$ cat config.mk
export PLATFORM = sky130hd
export DESIGN_NAME = audio_err_conceal
export DESIGN_NICKNAME = d
export VERILOG_FILES = /design/src/rtl/aec_pkg.sv /design/src/rtl/aec_chan_conceal.sv /design/src/rtl/aec_rate_track.sv /design/src/rtl/aec_recovery_hold.sv /design/src/rtl/audio_err_conceal.sv
export SDC_FILE = /design/constraint.sdc
export NUM_CORES = 1
export LEC_CHECK = 0
export BUFFER_PORTS_ARGS = -buffer_cell sky130_fd_sc_hd__buf_2
export CAP_MARGIN = 0
export CORE_MARGIN = 2
export CORE_UTILIZATION = 40
export CTS_BUF_LIST = sky130_fd_sc_hd__clkbuf_16
export CTS_CLUSTER_DIAMETER = 150
export DETAILED_ROUTE_END_ITERATION = 8
export PLACE_DENSITY_LB_ADDON = 0.3
export RECOVER_POWER = 25
export SYNTH_ARGS = -nofsm -noshare
export SYNTH_HDL_FRONTEND = slang
export SYNTH_HIERARCHICAL = 1
export SYNTH_SLANG_ARGS = --single-unit
$ cat constraint.sdc
create_clock -name clk -period 2.4 [get_ports clk]
set_input_delay 0.36 -clock clk [delete_from_list [all_inputs] [get_ports clk]]
set_output_delay 0.36 -clock clk [all_outputs]
set_load 0.03 [all_outputs]
$ cat src/rtl/aec_pkg.sv
package aec_pkg;
  // Index of each channel in the internal per-channel arrays
  localparam int CH_LEFT  = 0;
  localparam int CH_RIGHT = 1;
  localparam int N_CH     = 2;

  // Returns the all-ones rate code used when the rate is unknown
  function automatic int unsigned unk_rate(input int unsigned w);
    return (1 << w) - 1;
  endfunction
endpackage

$ cat src/rtl/aec_chan_conceal.sv
module aec_chan_conceal #(
  parameter int SAMPLE_W  = 24,
  parameter int PAR_LIMIT = 8
) (
  input  logic                clk,
  input  logic                rst,
  input  logic                stb,
  input  logic                lock_ok,
  input  logic                par_ok,
  input  logic [SAMPLE_W-1:0] smp_in,
  output logic [SAMPLE_W-1:0] smp_out
);
  localparam int CNT_W = $clog2(PAR_LIMIT + 2);
  localparam logic [CNT_W-1:0] RUN_SAT = CNT_W'(PAR_LIMIT + 1);
  localparam logic [CNT_W-1:0] RUN_LIM = CNT_W'(PAR_LIMIT);

  logic [CNT_W-1:0]    run_q;
  logic [SAMPLE_W-1:0] last_q;

  always_ff @(posedge clk) begin
    if (rst) begin
      run_q   <= '0;
      last_q  <= '0;
      smp_out <= '0;
    end else if (stb) begin
      if (!lock_ok) begin
        run_q   <= '0;
        last_q  <= '0;
        smp_out <= '0;
      end else if (par_ok) begin
        run_q   <= '0;
        last_q  <= smp_in;
        smp_out <= smp_in;
      end else begin
        if (run_q != RUN_SAT) run_q <= run_q + 1'b1;
        // run_q counts earlier bad samples; this one is number run_q+1
        smp_out <= (run_q < RUN_LIM) ? last_q : '0;
      end
    end
  end


  pass_through_chk: assert property (@(posedge clk) disable iff (rst)
    stb && lock_ok && par_ok |=> smp_out == $past(smp_in));

  long_run_mute_chk: assert property (@(posedge clk) disable iff (rst)
    stb && lock_ok && !par_ok && run_q >= RUN_LIM |=> smp_out == '0);

  lock_mute_chk: assert property (@(posedge clk) disable iff (rst)
    stb && !lock_ok |=> smp_out == '0 && run_q == '0);

  run_cap_chk: assert property (@(posedge clk) disable iff (rst)
    run_q <= RUN_SAT);

  idle_hold_chk: assert property (@(posedge clk) disable iff (rst)
    !stb |=> $stable(smp_out) && $stable(run_q));
endmodule

$ cat src/rtl/aec_rate_track.sv
module aec_rate_track #(
  parameter int RATE_W = 4
) (
  input  logic              clk,
  input  logic              rst,
  input  logic              stb,
  input  logic              lock_ok,
  input  logic              all_par_ok,
  input  logic [RATE_W-1:0] rate_in,
  output logic [RATE_W-1:0] rate_out
);
  localparam logic [RATE_W-1:0] RATE_UNK = RATE_W'(aec_pkg::unk_rate(RATE_W));

  always_ff @(posedge clk) begin
    if (rst)                      rate_out <= RATE_UNK;
    else if (stb && !lock_ok)     rate_out <= RATE_UNK;
    else if (stb && all_par_ok)   rate_out <= rate_in;
  end


  unk_on_unlock_chk: assert property (@(posedge clk) disable iff (rst)
    stb && !lock_ok |=> rate_out == RATE_UNK);

  parity_keeps_rate_chk: assert property (@(posedge clk) disable iff (rst)
    stb && lock_ok && !all_par_ok |=> $stable(rate_out));
endmodule

$ cat src/rtl/aec_recovery_hold.sv
module aec_recovery_hold #(
  parameter int HOLD_FRAMES = 12288
) (
  input  logic clk,
  input  logic rst,
  input  logic stb,
  input  logic bad,
  output logic err_o
);
  localparam int HW = $clog2(HOLD_FRAMES + 1);
  localparam logic [HW-1:0] HOLD_END = HW'(HOLD_FRAMES);

  logic [HW-1:0] good_q;
  logic [HW-1:0] good_nx;

  always_comb begin
    good_nx = good_q;
    if (good_q != HOLD_END) good_nx = good_q + 1'b1;
  end

  always_ff @(posedge clk) begin
    if (rst) begin
      good_q <= '0;
      err_o  <= 1'b1;
    end else if (stb) begin
      if (bad) begin
        good_q <= '0;
        err_o  <= 1'b1;
      end else begin
        good_q <= good_nx;
        err_o  <= (good_nx != HOLD_END);
      end
    end
  end


  err_on_bad_chk: assert property (@(posedge clk) disable iff (rst)
    stb && bad |=> err_o);

  err_fall_on_frame_chk: assert property (@(posedge clk) disable iff (rst)
    $fell(err_o) |-> $past(stb) && !$past(bad));

  hold_cap_chk: assert property (@(posedge clk) disable iff (rst)
    good_q <= HOLD_END);
endmodule

$ cat src/rtl/audio_err_conceal.sv
module audio_err_conceal #(
  parameter int SAMPLE_W    = 24,
  parameter int RATE_W      = 4,
  parameter int PAR_LIMIT   = 8,
  parameter int HOLD_FRAMES = 12288
) (
  input  logic                clk,
  input  logic                rst,
  input  logic                frame_vld,
  input  logic                preamble_ok,
  input  logic                left_par_ok,
  input  logic                right_par_ok,
  input  logic [SAMPLE_W-1:0] left_in,
  input  logic [SAMPLE_W-1:0] right_in,
  input  logic [RATE_W-1:0]   rate_in,
  output logic [SAMPLE_W-1:0] left_out,
  output logic [SAMPLE_W-1:0] right_out,
  output logic [RATE_W-1:0]   rate_out,
  output logic                err_o,
  output logic                out_vld
);
  import aec_pkg::*;

  logic [N_CH-1:0]               par_ok_v;
  logic [N_CH-1:0][SAMPLE_W-1:0] smp_in_v;
  logic [N_CH-1:0][SAMPLE_W-1:0] smp_out_v;
  logic                          frame_bad;

  assign par_ok_v[CH_LEFT]  = left_par_ok;
  assign par_ok_v[CH_RIGHT] = right_par_ok;
  assign smp_in_v[CH_LEFT]  = left_in;
  assign smp_in_v[CH_RIGHT] = right_in;
  assign left_out           = smp_out_v[CH_LEFT];
  assign right_out          = smp_out_v[CH_RIGHT];
  assign frame_bad          = !preamble_ok || !(&par_ok_v);

  for (genvar c = 0; c < N_CH; c++) begin : g_ch
    aec_chan_conceal #(.SAMPLE_W(SAMPLE_W), .PAR_LIMIT(PAR_LIMIT)) u_ch (
      .clk     (clk),
      .rst     (rst),
      .stb     (frame_vld),
      .lock_ok (preamble_ok),
      .par_ok  (par_ok_v[c]),
      .smp_in  (smp_in_v[c]),
      .smp_out (smp_out_v[c])
    );
  end

  aec_rate_track #(.RATE_W(RATE_W)) u_rate (
    .clk        (clk),
    .rst        (rst),
    .stb        (frame_vld),
    .lock_ok    (preamble_ok),
    .all_par_ok (&par_ok_v),
    .rate_in    (rate_in),
    .rate_out   (rate_out)
  );

  aec_recovery_hold #(.HOLD_FRAMES(HOLD_FRAMES)) u_hold (
    .clk   (clk),
    .rst   (rst),
    .stb   (frame_vld),
    .bad   (frame_bad),
    .err_o (err_o)
  );

  always_ff @(posedge clk) begin
    if (rst) out_vld <= 1'b0;
    else     out_vld <= frame_vld;
  end


  out_vld_follow_chk: assert property (@(posedge clk) disable iff (rst)
    frame_vld |=> out_vld);

  out_vld_idle_chk: assert property (@(posedge clk) disable iff (rst)
    !frame_vld |=> !out_vld && $stable(err_o) && $stable(rate_out));

  unlock_err_chk: assert property (@(posedge clk) disable iff (rst)
    frame_vld && !preamble_ok |=> err_o && left_out == '0 && right_out == '0);
endmodule

==> results.tsv <==
stage	metric	value	unit
drt	vias per cell	5.82	
logic_synthesis	post-synthesis average cell area	9.60	um^2
logic_synthesis	total number of yosys warnings	6	
drt	drt drc	0	
logic_synthesis	EDFF count, synth	0	
worst_hold_path	Tightest Hold Check Type	input pin to flip-flop	
timing	Rel. slew slack	26.6	%
timing	Worst Tran Pin Value	1.10	ns
logic_synthesis	cell area after synthesis	5150	um^2
power_and_ir_drop	power share of the sequential group	41.3	%
power_and_ir_drop	clock share of power	51.8	%
logic_synthesis	syn_nets	600	
logic_synthesis	flops & latches, synth	124	
clocking	CTS root buffer	clkbuf_16	
floorplanning	Die Y-Extent	117	um
setup_path	worst-path cell chain	ha_1 > and3_1 > and3_1 > a31oi_1 > a2111oi_1 > a21oi_1	
drt	DR vias	4713	
setup_path	CP max stage delay	0.52	ns
layout	area of the multi-input gates	2350	um^2
drt	DR WL/cell	16.8	um
logic_synthesis	Mapped Cells	536	
floorplanning	I/O pin count	112	
power_and_ir_drop	Psw	0.00121	W
flow_run	Max Cap Viol	0	
timing	Peak Freq	481	MHz
placed_design	Placer Congestion	0.905	
logic_synthesis	FFs w/ async S/R, synth	0	%
global_route	GRT Total Usage	19.5	%
timing	count of final hold-check violations	0	
logic_synthesis	register area share after synthesis	48.2	%
setup_path	R2R Setup Slk	0.32	ns
drt	antenna-violating nets left	0	
setup_path	crit path max-delay cell type	dfxtp_1	
floorplanning	Starting Density	41.0	%
layout	post-layout net count	689	
clocking	CTS resizes	0	
timing	final number of setup-violating endpoints	0	
setup_path	Critical Path RT	2.68	ns
layout	Storage cell area	2480	um^2
timing	Setup Skew	0.00654	ns
worst_hold_path	hold path depth	2	
timing	unrepaired setup endpoints after global routing	false	
drt	Post-Route WL	13600	um
setup_path	CP Launch Type	flip-flop	
floorplanning	core area	12600	um^2
clocking	clk slew on worst S/H paths	0.06	ns
global_route	first-pass GRT wire length	22100	um
clocking	CTS tree	built	
setup_path	Worst EP arrival	2.36	ns
layout	non-filler instance count after layout	810	
setup_path	Worst R2R Path Depth	6	
power_and_ir_drop	fraction of power spent switching nets	23.3	%
power_and_ir_drop	Comb power frac	7.0	%
layout	commonest non-fill, non-tap cell in the layout	dfxtp_1	
power_and_ir_drop	static leakage	2.40	nW
placed_design	Port Buffers	111	
timing	Final period util	86.6	%
drt	DR iter-0 viols	607	
clocking	clock sink count	124	
placed_design	dpl cells	778	
global_route	grt total ovfl	0	
clocking	Clock Latency Late Sink	0.41	ns
power_and_ir_drop	Pwr per Cell Area	820	nW/um^2
timing	Setup TNS	0	ns
clocking	setup bufs post-CTS	0	
layout	most frequent cells in the layout	dfxtp_1 (124), buf_2 (74), nor2_1 (70)	
clocking	maximum clock insertion buffer count	2	
clocking	CTS H-tree depth	4	
timing	fin crit period	2.08	ns
power_and_ir_drop	Power Internal	0.00397	W
layout	FILL cells	1197	
timing	max-slew violation count	0	
floorplanning	die area	13800	um^2
global_route	maximum number of pins on one net before global-route repair	53	
placed_design	HPWL Detailed	8600	um
clocking	TritonCTS Buffers	17	
global_route	vias in the first global route	4482	
floorplanning	row count	41	
layout	n_diodes	0	
setup_path	CP max FO	11	
global_route	initial antenna violation count	0	
status	status	completed	
setup_path	most used cell, CP	and3_1	
setup_path	Crit Path Category	flip-flop to flip-flop	
drt	DR pass1 iterations	5	
floorplanning	Die Span X	117	um
setup_path	endpoint class of the critical path	flip-flop	
clocking	cts hold-fix bufs	0	
layout	fraction of layout cells with a size suffix above 1	19.7	%
logic_synthesis	distinct cell type count after synthesis	56	
layout	Area growth syn-to-layout	22.7	%
power_and_ir_drop	VDD IR-drop max	0.515	mV
logic_synthesis	Main synth FF type	dfxtp_1	
synth_stat cells (all sizes together), types with 4 or more instances:
library cell	instances	area share (%)
and3b	4	0.68
o21ai	29	2.8
nand2	19	1.4
nand4	4	0.61
buf	33	4.5
or2	4	0.49
nand3b	4	0.58
nor4	7	0.97
nand2b	9	1.1
dfxtp	124	48
ha	6	1.5
a22o	36	6.1
clkbuf	19	1.4
nor3	11	1.2
a31oi	5	0.61
nor2b	6	1.0
a222oi	48	9.3
nor2	70	5.1
inv	11	0.80
nand3	9	1.1
and3	6	0.73
a21oi	31	3.0
sequential cells by signal (all words and copies together) (netlist names):
signal and cells:
g_ch.u_ch/last_q 48, g_ch.u_ch/smp_out 48, u_hold/good_q 14, g_ch.u_ch/run_q 8
u_rate/rate_out 4, out_vld 1, u_hold/err_o 1
kinds of logic (layout without fill, tap and decap cells):
family	count (synthesis)	count (layout)	synth area share, %
AOI/OAI and AO/OA	173	173	25.7
xor gates and xnor gates	3	3	0.511
adders and majority gates	6	6	1.46
buffers and inverters	63	165	6.71
DFF	124	124	48.2
muxes	1	1	0.219
and+or+nand+nor	166	166	17.1
cell type report:
cell class                      count  area share [%]
Clock inverter                     15            3.07
Timing Repair Buffer              122            9.59
Tap cell                          172            3.41
Inverter                           11           0.654
Sequential cell                   124            39.3
Multi-Input combinational cell    349            37.2
Clock buffer                       17            6.74
power by group through the flow:
stage	logic (W)	registers, W	clock network, W
2_1_floorplan	0.000185	0.00222	0
3_3_place_gp	0.000356	0.00218	0
3_5_place_dp	0.000364	0.00218	0
4_1_cts	0.000366	0.00213	0.00273
5_1_grt	0.000390	0.00214	0.00283
6_report	0.000361	0.00214	0.00268
final timing paths:
| kind | start | endpoint |
|---|---|---|
| min reg2reg | g_ch[0].u_ch/last_q[15]$_SDFFE_PP0P_ | g_ch[0].u_ch/last_q[15]$_SDFFE_PP0P_ |
| max reg2reg | u_hold/good_q[0]$_SDFFE_PP0P_ | u_hold/err_o$_SDFFE_PP1P_ |
| max | u_hold/good_q[0]$_SDFFE_PP0P_ | u_hold/err_o$_SDFFE_PP1P_ |
| min | right_in[4] | g_ch[1].u_ch/last_q[4]$_SDFFE_PP0P_ |
worst max-delay path, delay by kind of cell (launching register included):
kind            cells  cell delay [ns]
fa+ha+maj           1             0.32
compound gates      3             0.58
flops               1             0.52
simple gates        2             0.54
stage by stage:
stage | setup slack [ns] | hold WS, ns | area, um^2 | util [%] | power, W
2_1_floorplan | 0.643 | 0.432 | 5150 | - | 0.00241
3_3_place_gp | 0.404 | 0.456 | 5740 | 45.7 | 0.00253
3_5_place_dp | 0.332 | 0.461 | 5740 | 45.7 | 0.00254
4_1_cts | 0.328 | 0.163 | 6360 | 50.6 | 0.00523
5_1_grt | 0.132 | 0.164 | 6310 | 50.2 | 0.00536
6_report | 0.321 | 0.183 | 6310 | 50.2 | 0.00518
layer usage:
layer	share of wire [%]	GRT usage (%)	up-vias
li1	-	-	2213
met1	46	25.6	2319
met2	48	31.1	168
met3	5.4	5.20	13
met4	0.96	6.55	0
met5	0	0	-
(Power assumes the default switching activity.)
